**src/rtl/nanpick_pkg.sv**
```systemverilog
package nanpick_pkg;
   localparam int unsigned CLASS_W = 2;
   localparam logic [CLASS_W-1:0] CLS_NUM  = 2'b00;
   localparam logic [CLASS_W-1:0] CLS_QNAN = 2'b01;
   localparam logic [CLASS_W-1:0] CLS_SNAN = 2'b10;

   typedef enum logic [1:0] {
      RULE_SIG_FIRST = 2'd0,
      RULE_FIRST_NAN = 2'd1,
      RULE_PREF      = 2'd2,
      RULE_MAGNITUDE = 2'd3
   } rule_t;
endpackage

```
**src/rtl/nanpick_decode.sv**
```systemverilog
module nanpick_decode #(
   parameter int unsigned N_OPS = 2,
   parameter int unsigned CLS_W = nanpick_pkg::CLASS_W
) (
   input  logic [N_OPS*CLS_W-1:0] cls_vec,
   output logic [N_OPS-1:0]       is_q,
   output logic [N_OPS-1:0]       is_s
);
   generate
      if (CLS_W != 2) begin : g_bad_width
         $error("nanpick_decode: CLS_W must be 2");
      end
      for (genvar i = 0; i < N_OPS; i++) begin : g_op
         logic [CLS_W-1:0] code;
         assign code    = cls_vec[i*CLS_W +: CLS_W];
         assign is_q[i] = (code == nanpick_pkg::CLS_QNAN);
         assign is_s[i] = (code == nanpick_pkg::CLS_SNAN);
      end
   endgenerate
endmodule

```
**src/rtl/nanpick_rules.sv**
```systemverilog
module nanpick_rules #(
   parameter int unsigned NUM_RULES = 4,
   localparam int unsigned RULE_W  = $clog2(NUM_RULES)
) (
   input  logic [1:0]        is_q,
   input  logic [1:0]        is_s,
   input  logic              a_larger,
   input  logic              pick_first,
   input  logic [RULE_W-1:0] rule_sel,
   output logic              pick_b
);
   logic [NUM_RULES-1:0] cand;
   logic                 na_a, na_b;

   assign na_a = is_q[0] | is_s[0];
   assign na_b = is_q[1] | is_s[1];

   generate
      if (NUM_RULES != 4) begin : g_bad_rules
         $error("nanpick_rules: exactly four schemes are defined");
      end
      for (genvar r = 0; r < NUM_RULES; r++) begin : g_rule
         if (r == 0) begin : g_sig_first
            assign cand[r] = ~is_s[0] & (is_s[1] | ~is_q[0]);
         end else if (r == 1) begin : g_first_nan
            assign cand[r] = ~na_a;
         end else if (r == 2) begin : g_pref
            assign cand[r] = pick_first ? ~na_a : na_b;
         end else begin : g_magnitude
            always_comb begin
               if (is_s[0])
                  cand[r] = is_s[1] ? ~a_larger : is_q[1];
               else if (is_q[0])
                  cand[r] = is_q[1] & ~a_larger;
               else
                  cand[r] = 1'b1;
            end
         end
      end
   endgenerate

   assign pick_b = cand[rule_sel];
endmodule

```
**src/rtl/nan_pick_unit.sv**
```systemverilog
module nan_pick_unit #(
   parameter int unsigned CLS_W     = nanpick_pkg::CLASS_W,
   parameter int unsigned NUM_RULES = 4,
   parameter bit          DFLT_EN   = 1'b1,
   localparam int unsigned RULE_W   = $clog2(NUM_RULES)
) (
   input  logic              clk,
   input  logic              rst_n,
   input  logic              in_valid,
   input  logic [CLS_W-1:0]  cls_a,
   input  logic [CLS_W-1:0]  cls_b,
   input  logic              a_larger,
   input  logic [RULE_W-1:0] rule_sel,
   input  logic              pick_first,
   input  logic              dflt_mode,
   output logic              out_valid,
   output logic              sel_b,
   output logic              quieten,
   output logic              invalid,
   output logic              no_nan,
   output logic              use_default
);
   logic [1:0] is_q, is_s;
   logic       pick_b, any_nan, dflt_hit, sel_n, quiet_n, dflt_allowed;

   nanpick_decode #(.N_OPS(2), .CLS_W(CLS_W)) u_dec (
      .cls_vec ({cls_b, cls_a}),
      .is_q    (is_q),
      .is_s    (is_s)
   );

   nanpick_rules #(.NUM_RULES(NUM_RULES)) u_rules (
      .is_q       (is_q),
      .is_s       (is_s),
      .a_larger   (a_larger),
      .pick_first (pick_first),
      .rule_sel   (rule_sel),
      .pick_b     (pick_b)
   );

   generate
      if (DFLT_EN) begin : g_dflt
         assign dflt_allowed = dflt_mode;
      end else begin : g_no_dflt
         assign dflt_allowed = 1'b0;
      end
   endgenerate

   assign any_nan  = |(is_q | is_s);
   assign dflt_hit = dflt_allowed & any_nan;
   assign sel_n    = any_nan & ~dflt_hit & pick_b;
   assign quiet_n  = any_nan & ~dflt_hit & (sel_n ? is_s[1] : is_s[0]);

   always_ff @(posedge clk or negedge rst_n) begin
      if (!rst_n) begin
         out_valid   <= 1'b0;
         sel_b       <= 1'b0;
         quieten     <= 1'b0;
         invalid     <= 1'b0;
         no_nan      <= 1'b0;
         use_default <= 1'b0;
      end else begin
         out_valid <= in_valid;
         if (in_valid) begin
            sel_b       <= sel_n;
            quieten     <= quiet_n;
            invalid     <= |is_s;
            no_nan      <= ~any_nan;
            use_default <= dflt_hit;
         end
      end
   end

   // verdict appears one cycle after acceptance, holds otherwise
   p_latency_r1: assert property (@(posedge clk) disable iff (!rst_n)
      in_valid |=> out_valid);
   p_hold_r1: assert property (@(posedge clk) disable iff (!rst_n)
      !in_valid |=> (!out_valid && $stable(sel_b) && $stable(invalid)));
   // invalid tracks signaling inputs at the ports
   p_invalid_r10: assert property (@(posedge clk) disable iff (!rst_n)
      out_valid |-> (invalid == ($past(cls_a) == nanpick_pkg::CLS_SNAN ||
                                 $past(cls_b) == nanpick_pkg::CLS_SNAN)));
   // only a forwarded signaling operand is quietened
   p_quiet_r9: assert property (@(posedge clk) disable iff (!rst_n)
      (out_valid && quieten) |-> (!use_default &&
         ((sel_b ? $past(cls_b) : $past(cls_a)) == nanpick_pkg::CLS_SNAN)));
   // no NaN means a clean verdict
   p_nonan_r2: assert property (@(posedge clk) disable iff (!rst_n)
      (out_valid && no_nan) |-> (!sel_b && !invalid && !quieten && !use_default));
   // default NaN suppresses operand forwarding
   p_dflt_r11: assert property (@(posedge clk) disable iff (!rst_n)
      (out_valid && use_default) |-> (!sel_b && !quieten && !no_nan));
   // first-NaN scheme never skips a NaN in A
   p_first_r4: assert property (@(posedge clk) disable iff (!rst_n)
      (in_valid && rule_sel == 1 && !dflt_mode &&
       (cls_a == nanpick_pkg::CLS_QNAN || cls_a == nanpick_pkg::CLS_SNAN)) |=> !sel_b);
endmodule

```
**config.mk**
```make
export PLATFORM = sky130hd
export DESIGN_NAME = nan_pick_unit
export DESIGN_NICKNAME = d
export VERILOG_FILES = /design/src/rtl/nanpick_pkg.sv /design/src/rtl/nanpick_decode.sv /design/src/rtl/nanpick_rules.sv /design/src/rtl/nan_pick_unit.sv
export SDC_FILE = /design/constraint.sdc
export NUM_CORES = 1
export LEC_CHECK = 0
export CORE_AREA = 10 10 47 49
export CTS_CLUSTER_DIAMETER = 150
export DETAILED_ROUTE_END_ITERATION = 10
export DIE_AREA = 0 0 57 59
export PLACE_DENSITY = 0.7
export SYNTH_ARGS = -nofsm -noshare
export SYNTH_HDL_FRONTEND = slang
export SYNTH_HIERARCHICAL = 1
export SYNTH_SLANG_ARGS = --single-unit
```
**constraint.sdc**
```tcl
create_clock -name clk -period 0.85 [get_ports clk]
set_input_delay 0.085 -clock clk [delete_from_list [all_inputs] [get_ports clk]]
set_output_delay 0.085 -clock clk [all_outputs]
set_load 0.03 [all_outputs]
```
==> metrics.cfg <==
[clock_tree]
clock-sinks = 6
clock_latency_ns = 0.24
cts_tree = built
root_buffer = clkbuf_4
htreeDepth = 1
holdBufCountCts = 0
clk_pin_slew_ns = 0.05
cts_buffers = 3
cts_max_path_buffers = 2

[timing]
whs_ns = 0.08267
maxSlewViolCount = 0
fmax_mhz = 1020
period_minus_slack_ns = 0.9803
setup_ws_ns = -0.1303
rsz0062_at_grt = true
tightest_slew_ns = 0.3290
relSlewSlack_pct = 77.90
fin_crit_sh_pct = 115.3
finalSetupViolCount = 8
hold_violations = 0
final.setup_skew_ns = 0

[global_route]
grt_pass1_wl_um = 1821
track_usage_pct = 6.774
grt_use_met2_pct = 11.78
grt_max_degree = 8
grt.overflow.total = 0
antenna_found_initial = 0
grt_busiest_layer = met2
met3_usage_pct = 2.361
grt_use_met1_pct = 6.498
grt_pass1_vias = 439

[synthesis]
synth_top_cell_by_area = dfrtp_1
synth_area_um2 = 370.4
synth_top_area_share_pct = 40.54
avgSynthCellArea_um2 = 10.01
synthDistinctLibCells = 20
syn_nets = 49
synth.ff_latch_count = 6
syn_inst = 37
synth_area_leaders = dfrtp_1 41%, and2b_2 9.5%, nor4_4 5.7%
ys_warn_count = 6
yosysSeqAreaShare_pct = 40.54

[die]
start_util_pct = 26.43
core-area_um2 = 1401
die_h_um = 59
row_count = 14
io_pins = 18
die_area_um2 = 3363
die_w_um = 57

[critical_path]
critPathArrivalTime_ns = 1.09
worst-setup-path-type = in -> reg
cp_max_fo = 4
startpoint_type = primary input
endpoint_kind = register
cp_data_required_time_ns = 0.96

[routing]
wl_um = 1134
drc = 0
wire_per_inst_um = 14.00
drt_pass1_iterations = 1
vias = 373
drtIter0Drc = 0
vias_per_cell = 4.605
ant_nets = 0

[cells_and_area]
drive_gt1_share_pct = 58.46
num_antenna_cells = 0
utilization_pct = 49.46
final_nets = 78
syn_to_final_growth_pct = 87.16

[flow_run]
cap_viol_max_count = 0

[status]
violations = setup timing
status = finished, violations left

[pwr]
power_density_nw_per_um2 = 1383
leakage_nw = 0.3181
worst_ir_drop_vdd_mv = 0.7747

[place]
hpwl_um = 800.7
pre_cts_slack_ns = -0.7479
gp_congestion = 0.7426
io_buffers = 17

[hold_path]
hp-class = in -> async

## layout by cell type, fill, tap and decap left out, types with 3 or more instances in the layout
cell type / synthesis / routed
buf_6: 0 / 10
dfrtp_1: 6 / 5
buf_4: 0 / 5
inv_1: 4 / 4
and2b_2: 4 / 4
nor2_1: 3 / 3
clkbuf_4: 0 / 3
dlygate4sd2_1: 0 / 3
buf_2: 1 / 3
clkdlybuf4s50_1: 0 / 3
## critical path, stage by stage
cell       delay (ns)
buf_6            0.09
and2b_2          0.27
nand2b_4         0.06
a22oi_2          0.16
o2bb2ai_2        0.14
mux2i_1          0.21
o22ai_1          0.08
## power breakdown
part | internal (W) | switching (W)
clock | 0.000178 | 0.000104
sequential | 0.000315 | 0.0000176
combinational | 0.000180 | 0.000165
## per-stage QoR
stage	instance area [µm²]	cells	total power (W)	setup TNS (ns)
after floorplan	377.9	37	0.0004863	-0.4639
after global placement	593.1	75	0.0006278	-3.334
after detailed placement	593.1	75	0.0006312	-3.379
after CTS	683.2	81	0.0009678	-0.5682
after global routing	693.2	81	0.001009	-0.7320
final	693.2	81	0.0009590	-0.3660
## logic make-up (layout without fill, tap and decap cells)
| group | after synthesis | in the layout | share of synthesized area, % |
|---|---|---|---|
| flip-flops | 6 | 6 | 40.54 |
| buffers and inverters | 5 | 33 | 5.403 |
| AND/OR/NAND/NOR | 15 | 15 | 30.40 |
| multiplexers | 2 | 2 | 5.743 |
| AO/OA/AOI/OAI | 9 | 9 | 17.90 |
## cell type report
| type | instances | area (µm²) |
|---|---|---|
| fill | 153 | 708.2 |
| timing repair buffer | 25 | 232.7 |
| clock buffer | 4 | 26.28 |
| sequential | 6 | 151.4 |
| tap | 16 | 20.02 |
| inverter | 4 | 15.01 |
| multi-input combinational | 26 | 247.7 |
## per-layer routing
metal | up-vias | wire length [µm]
met1 | 169 | 474
met5 | - | 0
met3 | 4 | 69
li1 | 186 | -
met4 | 0 | 29
met2 | 14 | 561
## flip-flops by register name, indices dropped and copies added (netlist names)
name / cells
quieten: 1
out_valid: 1
use_default: 1
sel_b: 1
invalid: 1
no_nan: 1
## final timing paths
kind                               startpoint                       to  slack (ns)  depth (start not counted)
max                                  cls_b[0]      quieten$_DFFE_PN0P_       -0.13                          7
min                                     rst_n  use_default$_DFFE_PN0P_        0.08                          1
max reg2reg                no_nan$_DFFE_PN0P_       no_nan$_DFFE_PN0P_        0.05                          1
min reg2reg                no_nan$_DFFE_PN0P_       no_nan$_DFFE_PN0P_        0.51                          1
max in group asynchronous               rst_n       no_nan$_DFFE_PN0P_        0.53                          1
min in group clk                     cls_b[0]  use_default$_DFFE_PN0P_        0.36                          5
## Yosys cell counts (all sizes together)
cell,number
a21oi,2
mux2i,1
mux2,1
and2b,4
nor4,1
a22oi,1
o22ai,2
o32ai,1
nand3,1
dfrtp,6
nor2,3
inv,4
o221ai,1
nor2b,1
o21ai,1
o2bb2ai,1
nand2b,3
nand2,2
buf,1
## timing repair
item / in CTS / in global routing
gates resized for setup: 36 / 2
setup buffers: 2 / 1
gates cloned: 0 / 0
pin swaps: 5 / 4
endpoints found under the setup margin: 11 / 10
(Power assumes the default switching activity.)
